==> src/rtl/mms_pkg.sv <==
package mms_pkg;
   typedef enum logic [1:0] {
      SEL_OK    = 2'd0,
      SEL_FULL  = 2'd1,
      SEL_RANGE = 2'd2
   } sel_status_e;
endpackage

==> src/rtl/mms_prio_enc.sv <==
module mms_prio_enc #(
   parameter int W         = 5,
   parameter int IW        = 3,
   parameter bit LOW_FIRST = 1'b1
) (
   input  logic [W-1:0]  vec,
   output logic          found,
   output logic [IW-1:0] idx
);
   if (W < 1 || (1 << IW) < W) begin : g_bad
      $error("mms_prio_enc: index width too small");
   end

   assign found = |vec;

   if (LOW_FIRST) begin : g_low
      always_comb begin
         idx = '0;
         for (int i = W - 1; i >= 0; i--) begin
            if (vec[i]) idx = IW'(i);
         end
      end
   end else begin : g_high
      always_comb begin
         idx = '0;
         for (int i = 0; i < W; i++) begin
            if (vec[i]) idx = IW'(i);
         end
      end
   end
endmodule

==> src/rtl/mms_rowbank.sv <==
module mms_rowbank #(
   parameter int K  = 5,
   parameter int X  = 8,
   parameter int XW = 3
) (
   input  logic          clk,
   input  logic          rst_n,
   input  logic          clr_en,
   input  logic [XW-1:0] clr_row,
   input  logic          set_en,
   input  logic [XW-1:0] set_row,
   input  logic [K-1:0]  set_mask,
   input  logic [XW-1:0] rd_row_a,
   input  logic [XW-1:0] rd_row_b,
   output logic [K-1:0]  rd_a,
   output logic [K-1:0]  rd_b
);
   logic [X*K-1:0] flat;

   for (genvar r = 0; r < X; r++) begin : g_row
      logic [K-1:0] row_q;
      always_ff @(posedge clk) begin
         if (!rst_n) begin
            row_q <= '0;
         end else if (set_en && set_row == XW'(r)) begin
            row_q <= row_q | set_mask;
         end else if (clr_en && clr_row == XW'(r)) begin
            row_q <= '0;
         end
      end
      assign flat[r*K +: K] = row_q;
   end

   assign rd_a = flat[rd_row_a*K +: K];
   assign rd_b = flat[rd_row_b*K +: K];

   AST_SET_CLR_APART: assert property (@(posedge clk) disable iff (!rst_n)
      (set_en && clr_en) |-> (set_row != clr_row));
endmodule

==> src/rtl/mms_selector.sv <==
module mms_selector #(
   parameter int B   = 2,
   parameter int X   = 8,
   parameter int FRW = 8,
   localparam int K  = 3 * B - 1,
   localparam int MW = (K > 1) ? $clog2(K) : 1,
   localparam int XW = $clog2(X)
) (
   input  logic           clk,
   input  logic           rst_n,
   input  logic           frame_start,
   input  logic [FRW-1:0] cur_frame,
   input  logic           req_valid,
   input  logic [FRW-1:0] req_rd_frame,
   output logic           sel_valid,
   output logic [MW-1:0]  sel_module,
   output logic [XW-1:0]  sel_loc,
   output logic [1:0]     sel_err,
   output logic [K-1:0]   rd_mask,
   output logic [XW-1:0]  rd_loc
);
   import mms_pkg::*;

   if (B < 1) begin : g_chk_b
      $error("mms_selector: B must be at least 1");
   end
   if (X < 4 || (X & (X - 1)) != 0) begin : g_chk_x
      $error("mms_selector: X must be a power of two, at least 4");
   end
   if (FRW < XW) begin : g_chk_frw
      $error("mms_selector: frame index narrower than row index");
   end

   logic [K-1:0]   w_q, w_eff, row_f, row_d, cand, set_mask;
   logic [XW-1:0]  cur_row, d_row, clr_row;
   logic [FRW-1:0] offset;
   logic           range_ok, pe_found, accept;
   logic [MW-1:0]  pe_idx;
   sel_status_e    status;

   assign cur_row  = cur_frame[XW-1:0];
   assign d_row    = req_rd_frame[XW-1:0];
   assign clr_row  = cur_row - XW'(1);
   assign offset   = req_rd_frame - cur_frame;
   assign range_ok = (offset >= FRW'(1)) && (offset <= FRW'(X - 2));
   assign w_eff    = frame_start ? '0 : w_q;
   assign cand     = ~(w_eff | row_f | row_d);
   assign accept   = req_valid && range_ok && pe_found;
   assign set_mask = K'(1) << pe_idx;

   mms_rowbank #(.K(K), .X(X), .XW(XW)) i_rows (
      .clk      (clk),
      .rst_n    (rst_n),
      .clr_en   (frame_start),
      .clr_row  (clr_row),
      .set_en   (accept),
      .set_row  (d_row),
      .set_mask (set_mask),
      .rd_row_a (cur_row),
      .rd_row_b (d_row),
      .rd_a     (row_f),
      .rd_b     (row_d)
   );

   mms_prio_enc #(.W(K), .IW(MW), .LOW_FIRST(1'b1)) i_pick (
      .vec   (cand),
      .found (pe_found),
      .idx   (pe_idx)
   );

   always_comb begin
      if (!range_ok)      status = SEL_RANGE;
      else if (!pe_found) status = SEL_FULL;
      else                status = SEL_OK;
   end

   always_ff @(posedge clk) begin
      if (!rst_n) begin
         w_q <= '0;
      end else if (frame_start) begin
         w_q <= accept ? set_mask : '0;
      end else if (accept) begin
         w_q <= w_q | set_mask;
      end
   end

   always_ff @(posedge clk) begin
      if (!rst_n) begin
         sel_valid  <= 1'b0;
         sel_module <= '0;
         sel_loc    <= '0;
         sel_err    <= SEL_OK;
      end else begin
         sel_valid  <= req_valid;
         sel_module <= accept ? pe_idx : '0;
         sel_loc    <= accept ? d_row : '0;
         sel_err    <= req_valid ? status : SEL_OK;
      end
   end

   assign rd_mask = row_f;
   assign rd_loc  = cur_row;

   AST_PICK_FREE: assert property (@(posedge clk) disable iff (!rst_n)
      accept |-> !(w_eff[pe_idx] || row_f[pe_idx] || row_d[pe_idx]));
   AST_FRESH_FRAME: assert property (@(posedge clk) disable iff (!rst_n)
      frame_start |=> ($countones(w_q) <= 1));
   AST_REJECT_HOLDS: assert property (@(posedge clk) disable iff (!rst_n)
      (req_valid && !accept && !frame_start) |=> $stable(w_q));
   AST_MODULE_LEGAL: assert property (@(posedge clk) disable iff (!rst_n)
      sel_valid |-> (sel_module < MW'(K)));
endmodule

==> config.mk <==
export PLATFORM = sky130hd
export DESIGN_NAME = mms_selector
export DESIGN_NICKNAME = d
export VERILOG_FILES = /design/src/rtl/mms_pkg.sv /design/src/rtl/mms_prio_enc.sv /design/src/rtl/mms_rowbank.sv /design/src/rtl/mms_selector.sv
export SDC_FILE = /design/constraint.sdc
export NUM_CORES = 1
export LEC_CHECK = 0
export ABC_AREA = 1
export BUFFER_PORTS_ARGS = -buffer_cell sky130_fd_sc_hd__buf_2
export CAP_MARGIN = 20
export CORE_MARGIN = 2
export CORE_UTILIZATION = 59
export DETAILED_ROUTE_END_ITERATION = 10
export PLACE_DENSITY = 0.8
export SLEW_MARGIN = 15
export SYNTH_ARGS = -nofsm -noshare
export SYNTH_HDL_FRONTEND = slang
export SYNTH_HIERARCHICAL = 1
export SYNTH_SLANG_ARGS = --single-unit
==> constraint.sdc <==
create_clock -name clk -period 2.7 [get_ports clk]
set_input_delay 0.54 -clock clk [delete_from_list [all_inputs] [get_ports clk]]
set_output_delay 0.54 -clock clk [all_outputs]
set_load 0.01 [all_outputs]
## Word-level counts from Yosys, hierarchy flattened

Cells that the tools add are included.

- Add/subtract/negate cells: 2
- $mul: 2
- Magnitude comparators: 2
- Eq/ne operators: 14
- Shifts and indexed selects: 3
- Mux-type cells: 27
- Bitwise operators: 12
- Reduce and logical (&&, ||, !) cells: 34

Operator list:

| kind | count |
|---|---|
| two-way mux 5 bit | 20 |
| indexed part select 40 x 7 -> 5 bit | 2 |
| OR 5 bit | 11 |
| equality test 3 bit, second input constant | 8 |
| logical AND 1 bit | 19 |
| nonzero test 2 bit | 9 |
| two-way mux 3 bit | 5 |
| equality test 3 x 2 -> 1 bit, second input constant | 4 |
| multiplier 3 x 3 -> 6 bit, second input constant | 2 |
| >= comparator 8 x 1 -> 1 bit, second input constant | 1 |
| <= comparator 8 x 3 -> 1 bit, second input constant | 1 |
| subtractor 8 bit | 1 |
| equality test 3 x 1 -> 1 bit, second input constant | 2 |
| logical NOT 3 bit | 2 |
| inverter 5 bit | 1 |
| OR reduction 5 bit | 1 |
| << shifter 1 x 3 -> 5 bit, first input constant | 1 |
| AND reduction 2 bit | 2 |
| AND reduction 3 bit | 1 |
| subtractor 3 x 1 -> 3 bit, second input constant | 1 |
| two-way mux 2 bit | 1 |
| two-way mux 1 bit | 1 |

- Register bits: 54
- Output and inout bits: 17
- Word-level logic and storage cells: 110

## Depth between registers and ports, before layout

- Depth after elaboration: 14
- Mapped depth: 20

## Cells and area by module

Netlist, hierarchy kept.

By module, submodules not included:

| module | instances | cells an instance | area each (um^2) |
|---|---|---|---|
| mms_rowbank | 1 | 427 | 2,454.9 |
| mms_selector | 1 | 151 | 1,068.5 |
| mms_prio_enc | 1 | 11 | 47.5 |

## Worst setup path before layout

OpenSTA, ideal clock, no wires.

- Path type: input -> register
- Start: in cur_frame[1]
- End: reg i_rows.g_row[3].row_q[3]
- Data arrival time: 2.478 ns
- Slack: 0.152 ns
- Cell stages on the path: 12
- Buffers on the path: 0
- Cells stage by stage: clkinv_1 > nand3_1 > nand2_1 > nand2_1 > nand2_1 > a211oi_1 > nor2_2 > nor3_1 > inv_1 > nor3_1 > o21ai_0 > a21oi_1

RTL lines:

| item | line | source |
|---|---|---|
| start: declaration | mms_selector.sv:12 | `input logic [FRW-1:0] cur_frame,` |
| multiplier 3 x 3 -> 6 bit | mms_rowbank.sv:34 | `assign rd_a = flat[rd_row_a*K +: K];` |
| indexed part select 40 x 7 -> 5 bit | mms_rowbank.sv:34 |  |
| via rd_mask[2] | mms_selector.sv:19 | `output logic [K-1:0] rd_mask,` |
| OR 5 bit (2 in series) | mms_selector.sv:47 | `assign cand = ~(w_eff \| row_f \| row_d);` |
| inverter 5 bit | mms_selector.sv:47 |  |
| via cand[2] | mms_selector.sv:34 | `logic [K-1:0] w_q, w_eff, row_f, row_d, cand, set_mask;` |
| two-way mux 3 bit (3 in series) | mms_prio_enc.sv:20 | `if (vec[i]) idx = IW'(i);` |
| via pe_idx[1] | mms_selector.sv:38 | `logic [MW-1:0] pe_idx;` |
| << shifter 1 x 3 -> 5 bit | mms_selector.sv:49 | `assign set_mask = K'(1) << pe_idx;` |
| via set_mask[3] | mms_selector.sv:34 |  |
| OR 5 bit | mms_rowbank.sv:26 | `row_q <= row_q \| set_mask;` |
| two-way mux 5 bit | mms_rowbank.sv:25 | `end else if (set_en && set_row == XW'(r)) begin` |
| end signal: assignment | mms_rowbank.sv:26 |  |
| end: declaration | mms_rowbank.sv:21 | `logic [K-1:0] row_q;` |

The timed path passes the listed nets, and every way through them passes these cells.
A chain may end at the register's enable or synchronous reset.

## Worst setup path after layout

- Start: in req_rd_frame[0]
- End: reg i_rows.g_row[5].row_q[0]

RTL lines:

| item | line | source |
|---|---|---|
| start: declaration | mms_selector.sv:14 | `input logic [FRW-1:0] req_rd_frame,` |
| multiplier 3 x 3 -> 6 bit | mms_rowbank.sv:35 | `assign rd_b = flat[rd_row_b*K +: K];` |
| indexed part select 40 x 7 -> 5 bit | mms_rowbank.sv:35 |  |
| OR 5 bit | mms_selector.sv:47 |  |
| inverter 5 bit | mms_selector.sv:47 |  |
| OR reduction 5 bit | mms_prio_enc.sv:14 | `assign found = \|vec;` |
| logical AND 1 bit (*) | mms_selector.sv:48 | `assign accept = req_valid && range_ok && pe_found;` |
| via accept | mms_selector.sv:37 | `logic range_ok, pe_found, accept;` |
| logical AND 1 bit (*) | mms_rowbank.sv:25 |  |
| two-way mux 5 bit or nonzero test 2 bit (tied branches) | n/a |  |
| end signal: assignment | mms_rowbank.sv:26 |  |
| end: declaration | mms_rowbank.sv:21 |  |

Mark *: on every way through the listed nets, which the timed path passes. The rest lies on a longest branch.

==> impl_metrics.json <==
{
  "cts_htree_levels": 2,
  "grt_pass1_vias": 3417,
  "fin_area_sq_um": 4250,
  "cts.sinks": 54,
  "fin_ws_ps": 188,
  "coreArea_sq_um": 5890,
  "ys_async_sr_fraction_pct": 0,
  "ys.flop_type": "dfxtp_1",
  "fmax_mhz": 398,
  "syn2layout_area_growth_pct": 19.0,
  "relSlewSlack_pct": 45.3,
  "setup_violations": 0,
  "clock_latency_ps": 300,
  "cp-start-kind": "input pin",
  "pin_count": 37,
  "skew_ps": 5.68,
  "grt_pass1_wl_um": 16100,
  "first_iter_violations": 341,
  "wl_um": 10200,
  "route.detailed.drc": 0,
  "regArea_sq_um": 1080,
  "ys_top_cells_by_count": "221 x nand2_1, 81 x inv_1, 54 x dfxtp_1",
  "synth_top_cell_by_area": "dfxtp_1",
  "syn_nets": 618,
  "cts_buffers": 5,
  "p_clk_share_pct": 27.0,
  "nets": 690,
  "post_cts_buffers": 0,
  "worst_slew_pin_slew_ps": 821,
  "cts_buffer_depth": 2,
  "die_h_um": 81.8,
  "grt_max_degree": 53,
  "period_share_pct": 93.1,
  "crit_fanout": 5,
  "final-max-slew-violation-count": 0,
  "p_int_uw": 1190,
  "placed_cells": 729,
  "synth.avg_cell_area_sq_um": 6.06,
  "drt_first_pass_iters": 5,
  "grt-ovfl-total": 0,
  "grt_util_all_layers_pct": 31.0,
  "rsz0062_at_grt": "false",
  "cts_root_buffer": "clkbuf_8",
  "drive_gt1_share_pct": 19.6,
  "globalplace.congestion": 0.980,
  "vdd_drop_max_mv": 0.334,
  "dp_slack_ps": -265,
  "yosys_warnings": 6,
  "rows": 28,
  "cp.arrival_ps": 2750,
  "chipWidth_um": 81.8,
  "yosysMostFrequentCell": "nand2_1",
  "wl_per_cell_um": 13.8,
  "diodes": 0,
  "drt-vias-per-instance": 5.47,
  "crit_path_end_kind": "flop",
  "detailed_place_hpwl_um": 7540,
  "via_count": 4030,
  "initial_core_util_pct": 60.7,
  "fillers": 503,
  "path_clk_slew_ps": 90,
  "leakage_uw": 0.00213,
  "finalSetupTns_ps": 0,
  "synth_cells": 589,
  "antenna_found_initial": 0,
  "ys_seq_area_share_pct": 30.3,
  "synthesis.area_sq_um": 3570,
  "max-cap-violations": 0,
  "switching_power_uw": 545,
  "power_density_nw_per_um2": 408,
  "synth_top_cells_by_area": "dfxtp_1 30%, nand2_1 23%, inv_1 8.5%",
  "crit_type": "in -> reg",
  "period_minus_slack_ps": 2510,
  "netlist.area_leader.share_pct": 30.3,
  "synth_edf_count": 0,
  "multi_input_area_sq_um": 2080,
  "pwr-share-comb_pct": 26.9,
  "cts_tree": "done",
  "die_area_sq_um": 6690,
  "hold_viol_final": 0,
  "seqPwrFrac_pct": 46.1,
  "status": "finished clean",
  "min_path_type": "reg -> reg",
  "dpl_cell_area_sq_um": 4100,
  "portBuffers": 36,
  "cp.required_ps": 2930,
  "synthDistinctLibCells": 29,
  "final_cell_count_no_fill": 737,
  "ant_nets": 0,
  "ys_ff_latch": 54,
  "swShare_pct": 31.4
}
## final cells by class
type | count | area share [%]
repair buffers | 83 | 13.2
clock inverters | 1 | 0.118
clock buffers | 7 | 2.03
inverters | 89 | 7.92
flip-flops and latches | 54 | 25.4
well taps | 75 | 2.21
multi-input cells | 428 | 49.1
## layout by cell type, fill, tap and decap left out, types with 2 or more instances in the layout
cell type  count
inv_2          4
clkbuf_8       6
buf_2         36
or2_4          2
clkinv_1       3
a21oi_1       41
nand3_2        3
ha_1           8
nand3b_1       4
buf_4         44
nand2_2        7
nand4_1        5
inv_1         81
dfxtp_1       54
nand2_4        2
nor2_2        10
buf_12         2
a211oi_2       3
a21oi_2        2
o21ai_0       40
nand2_1      217
nor3_1         4
nand3_1       49
a211oi_1       2
nor3_2         3
nor2_1        20
## layer usage
layer  global-route usage (%)  part of all wire, %  up-vias
li1                         -                    -     1986
met1                     41.8                   43     1814
met2                     51.0                   47      195
met3                     4.18                  7.6       35
met4                     10.3                  2.7        0
met5                        0                    0        -
## timing repair
| item | in CTS | in global routing |
|---|---|---|
| setup endpoints to repair | 0 | 42 |
| hold buffers | 0 | 0 |
| gates resized for setup | 0 | 17 |
## stage by stage
stage	utilization, %	power, uW	hold WS [ps]
after detailed placement	69.6	1270	469
after global placement	69.6	1260	459
after global routing	72.2	1820	502
final	72.2	1730	481
after floorplan	-	1100	449
after CTS	71.2	1730	484
## registers in the layout, indices dropped and copies added (netlist names)
| register | flops |
|---|---|
| i_rows/g_row.row_q | 40 |
| w_q | 5 |
| sel_loc | 3 |
| sel_module | 3 |
| sel_err | 2 |
| sel_valid | 1 |
## path summary, 6_finish.rpt
| kind | startpoint | to | slack (ps) | cells past startpoint |
|---|---|---|---|---|
| setup reg to reg | i_rows/g_row[7].row_q[1] | i_rows/g_row[5].row_q[0] | 410 | 16 |
| hold reg to reg | i_rows/g_row[5].row_q[1] | i_rows/g_row[5].row_q[1] | 480 | 2 |
| hold / removal | i_rows/g_row[5].row_q[1] | i_rows/g_row[5].row_q[1] | 480 | 2 |
| setup / recovery | req_rd_frame[0] | i_rows/g_row[5].row_q[0] | 190 | 20 |
## power by group through the flow
stage / registers, uW / logic [uW] / clock network [uW]
global route: 800 / 514 / 510
detailed placement: 818 / 448 / 0
global placement: 817 / 439 / 0
finish: 799 / 467 / 468
CTS: 799 / 450 / 479
floorplan: 819 / 277 / 0
## logic make-up (layout without fill, tap and decap cells)
| group | after synthesis | count (layout) | share of synthesized area (%) |
|---|---|---|---|
| adders and majority gates | 9 | 9 | 3.36 |
| DFF | 54 | 54 | 30.3 |
| AOI/OAI and AO/OA | 88 | 88 | 12.7 |
| buffers and inverters | 107 | 180 | 12.9 |
| and+or+nand+nor | 329 | 329 | 40.3 |
| xor gates and xnor gates | 2 | 2 | 0.491 |
## worst max-delay path, stage by stage
cell and delay (ps):
buf_2 130, inv_1 80, ha_1 160, inv_2 50, fa_1 400, nand2_1 120
nand2_1 60, nand2_1 60, nand2_1 60, inv_2 50, nand2_1 50, nor2_2 80
nand2_2 90, nor2_8 90, inv_2 40, nor2_2 110, nand2_1 110, inv_1 130
nand2_1 140, a21oi_1 190
Power figures use the tool's default switching activity.
